[config.mk]
export PLATFORM = sky130hd
export DESIGN_NAME = cfg_seq
export DESIGN_NICKNAME = d
export VERILOG_FILES = /design/src/rtl/cfg_seq_pkg.sv /design/src/rtl/cfg_tick.sv /design/src/rtl/cfg_step.sv /design/src/rtl/cfg_word.sv /design/src/rtl/cfg_seq.sv
export SDC_FILE = /design/constraint.sdc
export NUM_CORES = 1
export LEC_CHECK = 0
export ABC_CLOCK_PERIOD_IN_PS = 10700
export BUFFER_PORTS_ARGS = -buffer_cell sky130_fd_sc_hd__buf_2
export CORE_AREA = 2 2 130 132
export CTS_CLUSTER_DIAMETER = 40
export DETAILED_ROUTE_END_ITERATION = 8
export DIE_AREA = 0 0 132 134
export HOLD_SLACK_MARGIN = 0.15
export PLACE_DENSITY = 0.75
export SYNTH_ARGS = -nofsm -noshare
export SYNTH_HDL_FRONTEND = slang
export SYNTH_SLANG_ARGS = --single-unit
[constraint.sdc]
create_clock -name clk -period 10.7 [get_ports clk]
set_input_delay 1.07 -clock clk [delete_from_list [all_inputs] [get_ports clk]]
set_output_delay 1.07 -clock clk [all_outputs]
set_load 0.02 [all_outputs]
[src/rtl/cfg_seq_pkg.sv]
package cfg_seq_pkg;

    localparam int DATA_W   = 28;
    localparam int ADDR_W   = 4;
    localparam int WORD_W   = DATA_W + ADDR_W;
    localparam int NUM_SLOT = 12;
    localparam int SLOT_W   = $clog2(NUM_SLOT);
    localparam int NUM_TBL  = NUM_SLOT - 1;
    localparam int MASK_W   = 9;
    localparam int RST_BIT  = DATA_W - 1;
    localparam int BIT_W    = $clog2(WORD_W);

    typedef enum logic [1:0] {
        ST_IDLE,
        ST_SHIFT,
        ST_LATCH
    } seq_state_e;

    typedef struct packed {
        logic [DATA_W-1:0] data;
        logic [ADDR_W-1:0] addr;
    } cfg_word_t;

    // Slot 0 is the reset write; slots 1..8 are registers 0..7;
    // slot 9 is register 11; slot 10 is 14; slot 11 is 15.
    function automatic logic [ADDR_W-1:0] slot_addr(input logic [SLOT_W-1:0] s);
        logic [ADDR_W-1:0] a;
        case (s)
            4'd0:    a = 4'd0;
            4'd9:    a = 4'd11;
            4'd10:   a = 4'd14;
            4'd11:   a = 4'd15;
            default: a = ADDR_W'(s - 4'd1);
        endcase
        return a;
    endfunction

    function automatic logic [SLOT_W-1:0] slot_tbl_idx(input logic [SLOT_W-1:0] s);
        return (s == '0) ? '0 : s - 4'd1;
    endfunction

    function automatic logic [DATA_W-1:0] tbl_default(input logic [ADDR_W-1:0] a);
        logic [23:0] low;
        low = 24'h3C5A00 + {20'd0, a};
        return {a, low};
    endfunction

endpackage

[src/rtl/cfg_tick.sv]
module cfg_tick #(
    parameter int DIV_W = 8
) (
    input  logic             clk,
    input  logic             rst,
    input  logic             run,
    input  logic [DIV_W-1:0] div,
    output logic             tick
);
    logic [DIV_W-1:0] cnt;

    always_ff @(posedge clk) begin
        if (rst || !run)      cnt <= '0;
        else if (cnt == div)  cnt <= '0;
        else                  cnt <= cnt + 1'b1;
    end

    assign tick = run && (cnt == div);


    tick_count_chk: assert property (@(posedge clk) disable iff (rst)
        (run && !tick) |=> (!run || cnt == $past(cnt) + 1'b1));
endmodule

[src/rtl/cfg_step.sv]
module cfg_step
    import cfg_seq_pkg::*;
(
    input  logic [SLOT_W-1:0] cur,
    input  logic [MASK_W-1:0] mask,
    output logic [SLOT_W-1:0] nxt,
    output logic              last
);
    logic [NUM_SLOT-1:0] slot_on;

    for (genvar g = 0; g < NUM_SLOT; g++) begin : g_on
        if (g == 0 || g >= NUM_SLOT - 2) begin : g_fixed
            assign slot_on[g] = 1'b1;
        end else begin : g_mask
            assign slot_on[g] = mask[g-1];
        end
    end

    always_comb begin
        nxt = SLOT_W'(NUM_SLOT - 1);
        for (int s = NUM_SLOT - 1; s >= 1; s--) begin
            if (SLOT_W'(s) > cur && slot_on[s]) nxt = SLOT_W'(s);
        end
    end

    assign last = (cur == SLOT_W'(NUM_SLOT - 1));
endmodule

[src/rtl/cfg_word.sv]
module cfg_word
    import cfg_seq_pkg::*;
(
    input  logic [SLOT_W-1:0]         slot,
    input  logic                      src_sel,
    input  logic [NUM_TBL*DATA_W-1:0] cfg_words,
    output logic [WORD_W-1:0]         word
);
    logic [ADDR_W-1:0] a;
    logic [SLOT_W-1:0] idx;
    logic [DATA_W-1:0] src, data;
    cfg_word_t         w;

    always_comb begin
        a   = slot_addr(slot);
        idx = slot_tbl_idx(slot);
        if (src_sel) src = tbl_default(a);
        else         src = cfg_words[int'(idx)*DATA_W +: DATA_W];
        if (slot == '0) begin
            data = '0;
            data[RST_BIT] = 1'b1;
        end else begin
            data = src;
            if (a == '0) data[RST_BIT] = 1'b0;
        end
        w.data = data;
        w.addr = a;
        word   = w;
    end
endmodule

[src/rtl/cfg_seq.sv]
module cfg_seq
    import cfg_seq_pkg::*;
#(
    parameter int DIV_W = 8
) (
    input  logic                      clk,
    input  logic                      rst,
    input  logic                      start,
    input  logic                      src_sel,
    input  logic [MASK_W-1:0]         enable_mask,
    input  logic [DIV_W-1:0]          div_half,
    input  logic [NUM_TBL*DATA_W-1:0] cfg_words,
    output logic                      ser_clk,
    output logic                      ser_data,
    output logic                      ser_le,
    output logic                      busy,
    output logic                      done
);
    seq_state_e        st;
    logic [SLOT_W-1:0] slot, nxt, ld_slot;
    logic              last, tick, phase, lcnt, ld_src;
    logic [BIT_W-1:0]  bit_idx;
    logic [WORD_W-1:0] word_q, ld_word;
    logic [MASK_W-1:0] mask_q;
    logic              src_q;
    logic [DIV_W-1:0]  div_q;
    logic              leave;

    assign busy    = (st != ST_IDLE);
    assign ld_slot = (st == ST_IDLE) ? '0 : nxt;
    assign ld_src  = (st == ST_IDLE) ? src_sel : src_q;
    assign leave   = (st == ST_LATCH) && tick && lcnt;

    cfg_tick #(.DIV_W(DIV_W)) u_tick (
        .clk(clk), .rst(rst), .run(busy), .div(div_q), .tick(tick)
    );

    cfg_step u_step (
        .cur(slot), .mask(mask_q), .nxt(nxt), .last(last)
    );

    cfg_word u_word (
        .slot(ld_slot), .src_sel(ld_src), .cfg_words(cfg_words), .word(ld_word)
    );

    always_ff @(posedge clk) begin
        if (rst) begin
            st       <= ST_IDLE;
            slot     <= '0;
            bit_idx  <= '0;
            phase    <= 1'b0;
            lcnt     <= 1'b0;
            word_q   <= '0;
            mask_q   <= '0;
            src_q    <= 1'b0;
            div_q    <= '0;
            ser_clk  <= 1'b0;
            ser_data <= 1'b0;
            ser_le   <= 1'b0;
            done     <= 1'b0;
        end else begin
            done <= 1'b0;
            unique case (st)
                ST_IDLE: begin
                    if (start) begin
                        mask_q   <= enable_mask;
                        src_q    <= src_sel;
                        div_q    <= div_half;
                        slot     <= '0;
                        word_q   <= ld_word;
                        ser_data <= ld_word[WORD_W-1];
                        bit_idx  <= BIT_W'(WORD_W - 1);
                        phase    <= 1'b0;
                        st       <= ST_SHIFT;
                    end
                end
                ST_SHIFT: begin
                    if (tick) begin
                        if (!phase) begin
                            ser_clk <= 1'b1;
                            phase   <= 1'b1;
                        end else begin
                            ser_clk <= 1'b0;
                            phase   <= 1'b0;
                            if (bit_idx == '0) begin
                                ser_le <= 1'b1;
                                lcnt   <= 1'b0;
                                st     <= ST_LATCH;
                            end else begin
                                bit_idx  <= bit_idx - 1'b1;
                                ser_data <= word_q[bit_idx - 1'b1];
                            end
                        end
                    end
                end
                ST_LATCH: begin
                    if (tick) begin
                        if (!lcnt) begin
                            lcnt <= 1'b1;
                        end else begin
                            lcnt   <= 1'b0;
                            ser_le <= 1'b0;
                            if (last) begin
                                st       <= ST_IDLE;
                                done     <= 1'b1;
                                ser_data <= 1'b0;
                            end else begin
                                slot     <= nxt;
                                word_q   <= ld_word;
                                ser_data <= ld_word[WORD_W-1];
                                bit_idx  <= BIT_W'(WORD_W - 1);
                                st       <= ST_SHIFT;
                            end
                        end
                    end
                end
                default: st <= ST_IDLE;
            endcase
        end
    end


    le_clk_excl_chk: assert property (@(posedge clk) disable iff (rst)
        !(ser_le && ser_clk));


    data_hold_chk: assert property (@(posedge clk) disable iff (rst)
        ser_clk |-> $stable(ser_data));


    idle_quiet_chk: assert property (@(posedge clk) disable iff (rst)
        !busy |-> (!ser_clk && !ser_le));


    done_pulse_chk: assert property (@(posedge clk) disable iff (rst)
        done |=> !done);


    done_end_chk: assert property (@(posedge clk) disable iff (rst)
        done |-> (!busy && $past(busy)));


    order_chk: assert property (@(posedge clk) disable iff (rst)
        (busy && $past(busy)) |-> (slot >= $past(slot)));


    r14_kept_chk: assert property (@(posedge clk) disable iff (rst)
        (leave && slot == 4'd9) |=> (slot == 4'd10));


    restart_ignore_chk: assert property (@(posedge clk) disable iff (rst)
        (busy && start && st != ST_LATCH) |=> (slot == $past(slot) && busy));
endmodule

==> impl_summary.log, run 1 <==
[metrics] run status: finished clean
[metrics] global routing usage summed across all routing layers: 32.0%
[metrics] wire length per cell after detailed routing: 20.6 µm
[metrics] y dimension of the die: 134 µm
[metrics] critical path class: reg -> reg
[metrics] number of nets with antenna violations after routing: 0
[metrics] share of final-layout standard cells stronger than drive strength 1: 34.7%
[metrics] DRC violations left: 0
[metrics] Congestion Overflow GR: 0
[metrics] Clock Path Buffers: 2
[metrics] time the final worst path needs with I/O delays and setup: 5.14 ns
[metrics] reg2reg path depth: 14
[metrics] 1st-iter DRT viols: 1077
[metrics] placer congestion estimate: 1.01
[metrics] Area after DPL: 8620 µm²
[metrics] Tot Pwr: 0.00231 W
[metrics] first-pass GRT wire length: 44700 µm
[metrics] final hold vios: 0
[metrics] leading register cell type out of synthesis: sky130_fd_sc_hd__dfxtp_1
[metrics] HPWL after detailed placement: 22900 µm
[metrics] Netlist cell types: 77
[metrics] Nets: 1552
[metrics] register-to-register setup slack: 5.56 ns
[metrics] endpoint of the worst setup timing path: word_q[7]$_SDFFE_PP0P_
[metrics] pin count of the biggest net entering global routing: 94
[metrics] CTS tree: yes
[metrics] count of flip-flops with a built-in enable after synthesis: 0
[metrics] worst setup path startpoint: st[1]$_SDFFE_PP0P_
[metrics] Final Instance Area: 8900 µm²
[metrics] number of global-route vias before repair: 8103
[metrics] leakage power total: 3.84 nW
[metrics] Crit path arrival time: 5.42 ns
[metrics] clock slew seen by the registers of the worst setup and hold paths: 0.06 ns
[metrics] maximum clock rate: 0.195 GHz
[metrics] number of buffers created by CTS: 9
[metrics] worst-margin pin slew: 0.998 ns
[metrics] register bit total from synthesis: 75
[metrics] worst max-slew margin expressed relative to the limit: 32.5%
[metrics] H-tree Lvls: 3
[metrics] Seq/Total Area, Yosys: 21.6%
[metrics] area growth from synthesis to layout: 28.1%
[metrics] count of synthesis-stage warnings from yosys: 0
[metrics] end of the worst register-to-register path: word_q[7]$_SDFFE_PP0P_
[metrics] Max Slew Vio Count: 0
[metrics] ratio of final minimum period to clock period: 48.0%
[metrics] die width: 132 µm
[metrics] worst-case vdd ir drop: 0.176 mV
[metrics] number of antenna violations at the first check in global routing: 5
[metrics] setup_tns: 0 ns
[metrics] share of flip-flops with an asynchronous set or reset: 0%
[metrics] reg-to-reg startpoint: st[1]$_SDFFE_PP0P_
[metrics] Setup-failing EPs final: 0
[metrics] Hold WC Path Type: reg -> reg
[metrics] average via count per standard cell: 6.10
[metrics] power density of the placed cells: 259 nW/µm²
[metrics] Layout fillers: 1596
[metrics] netlist area before placement: 6950 µm²
[metrics] quantity of gates resized following cts: 0
[metrics] highest net fanout along the worst path: 64
[metrics] source-to-sink clock delay at the later pin of the worst-skew pair: 0.35 ns
[metrics] top-level port count: 334
[metrics] TritonCTS Sinks: 75
[metrics] wirelength, routed: 29600 µm
[metrics] Total Die Area: 17700 µm²
[metrics] data required time of the critical path: 10.99 ns
[metrics] count of mapped cells out of synthesis: 942
[metrics] average cell area after synthesis: 7.38 µm²
[metrics] number of buffer cells added on primary ports: 333
[metrics] count of max-cap constraint violations: 0
[metrics] first-pass detailed-route iteration total: 6
[metrics] endpoint type of the worst setup path: flop
[metrics] cell row count: 47
[metrics] Core Area: 16300 µm²
[metrics] Final Skew: 0.00847 ns
[metrics] via count: 8760
[metrics] post-CTS repair timing setup buffer count: 0
[metrics] setup repair after global routing missed its margin: no
[metrics] Initial Util: 42.7%
[metrics] Clock Tree Root: sky130_fd_sc_hd__clkbuf_16
[metrics] element type at the critical path start: flop
[metrics] Hold Buf Count CTS: 0
[metrics] Mapped Nets: 1284
[state kept, by name (all words and copies together), names as in the netlist]
name and cells:
ser_data 1, bit_idx 5, done 1, st 2, phase 1, u_tick.cnt 8
src_q 1, lcnt 1, slot 4, mask_q 9, div_q 8, ser_le 1
word_q 32, ser_clk 1
[routing by layer]
layer | track usage, % | wire length [µm] | vias up
met4 | 6.70 | 536 | 6
met3 | 8.50 | 3770 | 45
met5 | 0 | 31 | -
met2 | 51.0 | 13100 | 559
met1 | 43.7 | 12100 | 4028
li1 | - | - | 4122
[cell type report]
cell class,instances,area [µm²],share of cell area (%)
Clock inverter,5,30.0,0.337
Multi-Input combinational cell,764,5030,56.6
Clock buffer,10,239,2.69
Antenna cell,3,7.51,0.0844
Timing Repair Buffer,345,1760,19.7
Sequential cell,75,1500,16.9
Tap cell,220,275,3.09
Inverter,15,56.3,0.633
[synthesized netlist by cell type, types with 6 or more instances]
cell,n,share of area [%]
sky130_fd_sc_hd__nand2_1,114,6.2
sky130_fd_sc_hd__a21oi_1,99,7.1
sky130_fd_sc_hd__dfxtp_1,75,22
sky130_fd_sc_hd__nand3_1,73,5.3
sky130_fd_sc_hd__o21ai_0,71,5.1
sky130_fd_sc_hd__nor2_1,55,3.0
sky130_fd_sc_hd__clkbuf_1,49,2.6
sky130_fd_sc_hd__a31oi_1,37,3.3
sky130_fd_sc_hd__a22oi_1,34,3.7
sky130_fd_sc_hd__mux2i_1,30,4.3
sky130_fd_sc_hd__mux2_2,24,3.9
sky130_fd_sc_hd__buf_2,18,1.3
sky130_fd_sc_hd__buf_1,14,0.76
sky130_fd_sc_hd__o211ai_1,14,1.5
sky130_fd_sc_hd__a221o_1,13,1.9
sky130_fd_sc_hd__a311oi_1,13,1.6
sky130_fd_sc_hd__ha_1,13,2.3
sky130_fd_sc_hd__inv_1,13,0.70
sky130_fd_sc_hd__xnor2_1,13,1.6
sky130_fd_sc_hd__nor3_1,12,0.86
sky130_fd_sc_hd__a211oi_1,11,1.2
sky130_fd_sc_hd__a221oi_1,11,1.4
sky130_fd_sc_hd__mux4_2,10,3.2
sky130_fd_sc_hd__nand4_1,9,0.81
sky130_fd_sc_hd__o221ai_1,9,1.1
sky130_fd_sc_hd__a211o_1,8,1.0
sky130_fd_sc_hd__nor2b_1,7,0.63
sky130_fd_sc_hd__nand2b_1,6,0.54
[worst min-delay path by stage]
| stage | startpoint | to | slack, ns | depth (start not counted) |
|---|---|---|---|---|
| 6_report | div_q[5]$_SDFFE_PP0P_ | div_q[5]$_SDFFE_PP0P_ | 0.47 | 2 |
| 5_1_grt | u_tick.cnt[0]$_SDFF_PP0_ | u_tick.cnt[0]$_SDFF_PP0_ | 0.49 | 1 |
| 4_1_cts | ser_clk$_SDFFE_PP0P_ | ser_clk$_SDFFE_PP0P_ | 0.46 | 2 |
| 3_5_place_dp | ser_clk$_SDFFE_PP0P_ | ser_clk$_SDFFE_PP0P_ | 0.46 | 2 |
| 3_3_place_gp | ser_clk$_SDFFE_PP0P_ | ser_clk$_SDFFE_PP0P_ | 0.44 | 2 |
| 2_1_floorplan | word_q[13]$_SDFFE_PP0P_ | word_q[13]$_SDFFE_PP0P_ | 0.43 | 2 |
[worst max-delay path, stage by stage (launching register included)]
cell	delay (ns)
sky130_fd_sc_hd__dfxtp_1	0.34
sky130_fd_sc_hd__inv_1	0.11
sky130_fd_sc_hd__ha_1	0.56
sky130_fd_sc_hd__inv_2	0.23
sky130_fd_sc_hd__o31ai_1	0.14
sky130_fd_sc_hd__a21o_4	0.41
sky130_fd_sc_hd__buf_4	0.63
sky130_fd_sc_hd__ha_1	0.41
sky130_fd_sc_hd__o31ai_4	0.11
sky130_fd_sc_hd__buf_4	0.31
sky130_fd_sc_hd__nand2_2	0.19
sky130_fd_sc_hd__buf_4	0.64
sky130_fd_sc_hd__mux2i_1	0.20
sky130_fd_sc_hd__a211oi_1	0.49
sky130_fd_sc_hd__o31a_1	0.20
[metrics by stage]
| step | utilization (%) | hold slack, ns | worst slack (ns) | std cells |
|---|---|---|---|---|
| after global routing | 54.6 | 0.489 | 5.36 | 1434 |
| after global placement | 52.9 | 0.443 | 5.92 | 1419 |
| after CTS | 54.6 | 0.465 | 5.65 | 1434 |
| after floorplan | - | 0.427 | 6.93 | 942 |
| final | 54.6 | 0.469 | 5.56 | 1437 |
| after detailed placement | 52.9 | 0.456 | 5.67 | 1419 |
[cell families after synthesis]
logic type                 share of synthesized area, %
AOI/OAI and AO/OA                                  35.6
xor gates and xnor gates                           2.14
adders and majority gates                          2.34
buffers and inverters                              6.48
DFF                                                21.6
muxes                                              11.5
and+or+nand+nor                                    20.4
[where the power goes]
part | switching (W) | internal, W | total (W)
logic | 0.00105 | 0.000583 | 0.00164
clock network | 0.000122 | 0.000161 | 0.000283
registers | 0.0000532 | 0.000333 | 0.000386
total | 0.00123 | 0.00108 | 0.00231
[cell usage in the layout, fill, tap and decap left out, types with 8 or more instances in the layout]
cell / n
sky130_fd_sc_hd__buf_2: 333
sky130_fd_sc_hd__nand2_1: 113
sky130_fd_sc_hd__a21oi_1: 99
sky130_fd_sc_hd__dfxtp_1: 75
sky130_fd_sc_hd__nand3_1: 73
sky130_fd_sc_hd__o21ai_0: 70
sky130_fd_sc_hd__nor2_1: 55
sky130_fd_sc_hd__a31oi_1: 36
sky130_fd_sc_hd__a22oi_1: 34
sky130_fd_sc_hd__mux2i_1: 30
sky130_fd_sc_hd__mux2_2: 24
sky130_fd_sc_hd__o211ai_1: 14
sky130_fd_sc_hd__inv_1: 13
sky130_fd_sc_hd__a221o_1: 13
sky130_fd_sc_hd__xnor2_1: 13
sky130_fd_sc_hd__a311oi_1: 13
sky130_fd_sc_hd__ha_1: 13
sky130_fd_sc_hd__nor3_1: 12
sky130_fd_sc_hd__buf_4: 12
sky130_fd_sc_hd__a221oi_1: 11
sky130_fd_sc_hd__a211oi_1: 11
sky130_fd_sc_hd__mux4_2: 10
sky130_fd_sc_hd__o221ai_1: 9
sky130_fd_sc_hd__nand4_1: 9
sky130_fd_sc_hd__clkbuf_16: 9
sky130_fd_sc_hd__a211o_1: 8
(Power assumes the default switching activity.)
==> inputs of run 2 (changes only) <==
- ABC_AREA: not set -> 1
- ABC_CLOCK_PERIOD_IN_PS: 10700 -> 4670
- CORE_AREA: 2 2 130 132 -> not set
- CORE_UTILIZATION: not set -> 43
- DIE_AREA: 0 0 132 134 -> not set
- PLACE_DENSITY: 0.75 -> 0.78
- clock period: 10.7 -> 4.67 ns (I/O delays scaled with it)
==> impl_summary.log, run 2 <==
[metrics] run status: finished clean
[metrics] Mapped Nets: 1532 (+19%)
[metrics] worst-case vdd ir drop: 0.755 mV (+330%)
[metrics] commonest cells in the netlist: 346 x sky130_fd_sc_hd__nand2_1, 157 x sky130_fd_sc_hd__a21oi_1, 117 x sky130_fd_sc_hd__nand3_1, 91 x sky130_fd_sc_hd__o21ai_0, 85 x sky130_fd_sc_hd__nor2_1
[metrics] Netlist cell types: 46 (-40%)
[metrics] element type at the critical path start: flop
[metrics] worst max-slew margin expressed relative to the limit: 30.4% (-2.2 points)
[metrics] Setup WS post-layout: 0.840 ns (-4.72 ns)
[metrics] simple logic cell fraction of the synthesized area: 36.9% (+17 points)
[metrics] area growth from synthesis to layout: 26.6%
[metrics] number of buffer cells added on primary ports: 333 (unchanged)
[metrics] 1st-iter DRT viols: 1198 (+11%)
[metrics] mux share of post-synthesis cell area: 0% (-11 points)
[metrics] share of final-layout standard cells stronger than drive strength 1: 28.2% (-6.5 points)
[metrics] Final Skew: 0.0106 ns (+0.00210 ns)
[metrics] dominant combinational cell family by area after synthesis: simple AND/OR/NAND/NOR gates
[metrics] count of max-cap constraint violations: 0 (unchanged)
[metrics] placer congestion estimate: 0.973 (-3.9%)
[metrics] count of mapped cells out of synthesis: 1190 (+26%)
[metrics] HPWL after detailed placement: 23700 µm (+3.9%)
[metrics] wire length on met1: 12800 µm (+5.7%)
[metrics] critical path class: reg -> reg
[metrics] wirelength, routed: 30300 µm (+2.5%)
[metrics] Layout fillers: 1650 (+3.4%)
[metrics] count of synthesis-stage warnings from yosys: 0 (unchanged)
[metrics] Clock Tree Root: sky130_fd_sc_hd__clkbuf_16
[metrics] TritonCTS Sinks: 75 (unchanged)
[metrics] register bit total from synthesis: 75 (unchanged)
[metrics] Max Slew Vio Count: 0 (unchanged)
[metrics] reg2reg path depth: 19 (+5)
[metrics] Core Area: 15800 µm² (-2.8%)
[metrics] Crit path arrival time: 4.08 ns (-1.34 ns)
[metrics] top metal layer carrying routed signals: met5
[metrics] leading cell type by number of instances after synthesis: sky130_fd_sc_hd__nand2_1
[metrics] average via count per standard cell: 5.52 (-9.4%)
[metrics] Initial Util: 43.8% (+1.1 points)
[metrics] y dimension of the die: 129 µm (-3.8%)
[metrics] endpoint of the worst setup timing path: word_q[19]$_SDFFE_PP0P_
[metrics] Compound-Gate Fraction of Synth Area: 26.1% (-9.4 points)
[metrics] CTS tree: yes
[metrics] number of buffers created by CTS: 9 (unchanged)
[metrics] Setup-failing EPs final: 0 (unchanged)
[metrics] Synth Area in XOR/XNOR: 1.88% (-0.26 points)
[metrics] reg-to-reg startpoint: slot[2]$_SDFFE_PP0P_
[metrics] via count: 9329 (+6.5%)
[metrics] global routing usage summed across all routing layers: 36.0% (+3.9 points)
[metrics] register-to-register setup slack: 0.84 ns (-4.72 ns)
[metrics] ratio of final minimum period to clock period: 82.0% (+34 points)
[metrics] leakage power total: 4.33 nW (+13%)
[metrics] time the final worst path needs with I/O delays and setup: 3.83 ns (-1.31 ns)
[metrics] share of flip-flops with an asynchronous set or reset: 0% (unchanged)
[metrics] worst-margin pin slew: 1.04 ns (+0.0452 ns)
[metrics] wire length per cell after detailed routing: 18.0 µm (-13%)
[metrics] Nets: 1804 (+16%)
[metrics] most common cell after layout, fill and taps aside: sky130_fd_sc_hd__nand2_1
[metrics] average cell area after synthesis: 5.82 µm² (-21%)
[metrics] top-level port count: 334 (unchanged)
[metrics] DRC violations left: 0 (unchanged)
[metrics] source-to-sink clock delay at the later pin of the worst-skew pair: 0.33 ns (-0.02 ns)
[metrics] Seq/Total Area, Yosys: 21.7% (+0.074 points)
[metrics] pin count of the biggest net entering global routing: 149 (+59%)
[metrics] clock slew seen by the registers of the worst setup and hold paths: 0.06 ns (about the same)
[metrics] leading register cell type out of synthesis: sky130_fd_sc_hd__dfxtp_1
[metrics] flip-flop count of the largest register after layout: 32 (unchanged)
[metrics] cell taking the most area after synthesis: sky130_fd_sc_hd__dfxtp_1
[metrics] Met3 Routed Length: 3700 µm (-1.6%)
[metrics] number of nets with antenna violations after routing: 0 (unchanged)
[metrics] setup repair after global routing missed its margin: no
[metrics] post-CTS repair timing setup buffer count: 0 (unchanged)
[metrics] Yosys top cell area share: 21.7% (+0.074 points)
[metrics] power density of the placed cells: 997 nW/µm² (+280%)
[metrics] Hold WC Path Type: in -> reg
[metrics] die width: 129 µm (-2.3%)
[metrics] Clock Path Buffers: 2 (unchanged)
[metrics] end of the worst register-to-register path: word_q[19]$_SDFFE_PP0P_
[metrics] biggest registers after layout: word_q: 32 flops, mask_q: 9 flops
[metrics] Total Die Area: 16600 µm² (-6.1%)
[metrics] worst setup path startpoint: slot[2]$_SDFFE_PP0P_
[metrics] Hold Buf Count CTS: 0 (unchanged)
[metrics] cell row count: 46 (-2.1%)
[metrics] quantity of gates resized following cts: 0 (unchanged)
[metrics] netlist area before placement: 6930 µm² (-0.34%)
[metrics] first-pass GRT wire length: 45300 µm (+1.3%)
[metrics] Adder-Cell Fraction of Synth Area: 2.35% (+0.0080 points)
[metrics] endpoint type of the worst setup path: flop
[metrics] utilization after layout: 55.4% (+0.74 points)
[metrics] final hold vios: 0 (unchanged)
[metrics] count of flip-flops with a built-in enable after synthesis: 0 (unchanged)
[metrics] register bank with the most flops: word_q
[metrics] length of routed met2 wiring: 13000 µm (-1.2%)
[metrics] highest net fanout along the worst path: 58 (-9.4%)
[metrics] most area-consuming cells after synthesis: sky130_fd_sc_hd__dfxtp_1 22%, sky130_fd_sc_hd__nand2_1 19%, sky130_fd_sc_hd__a21oi_1 11%, sky130_fd_sc_hd__nand3_1 8.5%, sky130_fd_sc_hd__o21ai_0 6.6%
[metrics] top library cells by usage in the layout, fill and taps aside: 346 x sky130_fd_sc_hd__nand2_1, 333 x sky130_fd_sc_hd__buf_2, 157 x sky130_fd_sc_hd__a21oi_1
[metrics] setup_tns: 0 ns (unchanged)
[metrics] number of antenna violations at the first check in global routing: 9 (+4)
[metrics] Congestion Overflow GR: 0 (unchanged)
[metrics] first-pass detailed-route iteration total: 6 (unchanged)
[metrics] Place WS: 0.935 ns (-4.74 ns)
[metrics] maximum clock rate: 0.261 GHz (+34%)
[metrics] data required time of the critical path: 4.92 ns (-6.07 ns)
[metrics] H-tree Lvls: 3 (unchanged)
[metrics] number of global-route vias before repair: 8394 (+3.6%)
run 2: changes by cell type in the layout (fill, tap and decap cells not counted), sizes merged, moves of 10 or more:
cell and delta:
a31oi -31, mux2i -30, a21oi +70, mux2 -24, a221o -13, nand2 +239
a22oi -32, a311oi -13, inv +63, nand3 +45, nor2 +37, o21ai +56
mux4 -10, a221oi -10
run 2: cell type report:
| type | count | area (µm²) | share of cell area (%) |
|---|---|---|---|
| well taps | 216 | 270 | 3.08 |
| repair buffers | 340 | 1730 | 19.8 |
| clock inverters | 6 | 41.3 | 0.471 |
| inverters | 80 | 303 | 3.45 |
| clock buffers | 10 | 239 | 2.73 |
| diodes | 7 | 17.5 | 0.200 |
| flip-flops and latches | 75 | 1500 | 17.1 |
| multi-input cells | 956 | 4660 | 53.2 |
run 2: where the power goes:
part	switching (W)	internal (W)	total, W
clock network	0.000276	0.000373	0.000649
registers	0.000157	0.000841	0.000998
logic	0.00497	0.00213	0.00709
total	0.00540	0.00334	0.00874
run 2: cells by family (layout without fill, tap and decap cells):
logic type / count (synthesis) / count (layout)
other: 0 / 7
buffers and inverters: 159 / 436
XOR/XNOR: 14 / 14
AO/OA/AOI/OAI: 333 / 333
AND/OR/NAND/NOR: 596 / 596
adder cells (fa/ha/maj): 13 / 13
flip-flops: 75 / 75
run 2: per-stage QoR:
stage	hold WS (ns)	power [W]	area [µm²]	instances
floorplan	0.430	0.00640	6930	1190
global placement	0.455	0.00784	8470	1667
detailed placement	0.459	0.00789	8470	1667
CTS	0.388	0.00855	8750	1683
global route	0.393	0.00952	8750	1686
finish	0.388	0.00874	8760	1690
run 2: critical path, cell delays in order (launching register included):
cell and delay [ns]:
sky130_fd_sc_hd__dfxtp_1 0.37, sky130_fd_sc_hd__o21ai_0 0.27, sky130_fd_sc_hd__nand3_1 0.11, sky130_fd_sc_hd__nand2_1 0.07, sky130_fd_sc_hd__nand2_1 0.05, sky130_fd_sc_hd__nand2_1 0.05
sky130_fd_sc_hd__nand2_1 0.05, sky130_fd_sc_hd__nand2_1 0.06, sky130_fd_sc_hd__nand2_2 0.07, sky130_fd_sc_hd__nand2_2 0.08, sky130_fd_sc_hd__buf_4 0.30, sky130_fd_sc_hd__ha_1 0.31
sky130_fd_sc_hd__nand2_4 0.49, sky130_fd_sc_hd__buf_4 0.61, sky130_fd_sc_hd__a21oi_1 0.11, sky130_fd_sc_hd__a21oi_2 0.30, sky130_fd_sc_hd__nand2_1 0.10, sky130_fd_sc_hd__nand3_1 0.11
sky130_fd_sc_hd__nand3_1 0.10, sky130_fd_sc_hd__a21oi_1 0.15
run 2: per-layer routing:
metal  global-route usage [%]  vias up
met5                        0        -
met4                     11.2        4
met3                     12.5       71
met2                     55.5      581
met1                     46.8     4168
li1                         -     4505
run 2: how the worst min path moves through the flow:
stage | endpoint | slack [ns] | from | cells past startpoint
2_1_floorplan | mask_q[4]$_SDFFE_PP0P_ | 0.43 | mask_q[4]$_SDFFE_PP0P_ | 2
3_3_place_gp | word_q[9]$_SDFFE_PP0P_ | 0.46 | word_q[9]$_SDFFE_PP0P_ | 2
3_5_place_dp | word_q[26]$_SDFFE_PP0P_ | 0.46 | word_q[26]$_SDFFE_PP0P_ | 2
4_1_cts | div_q[2]$_SDFFE_PP0P_ | 0.39 | div_half[2] | 3
5_1_grt | div_q[2]$_SDFFE_PP0P_ | 0.39 | div_half[2] | 3
6_report | div_q[2]$_SDFFE_PP0P_ | 0.39 | div_half[2] | 3
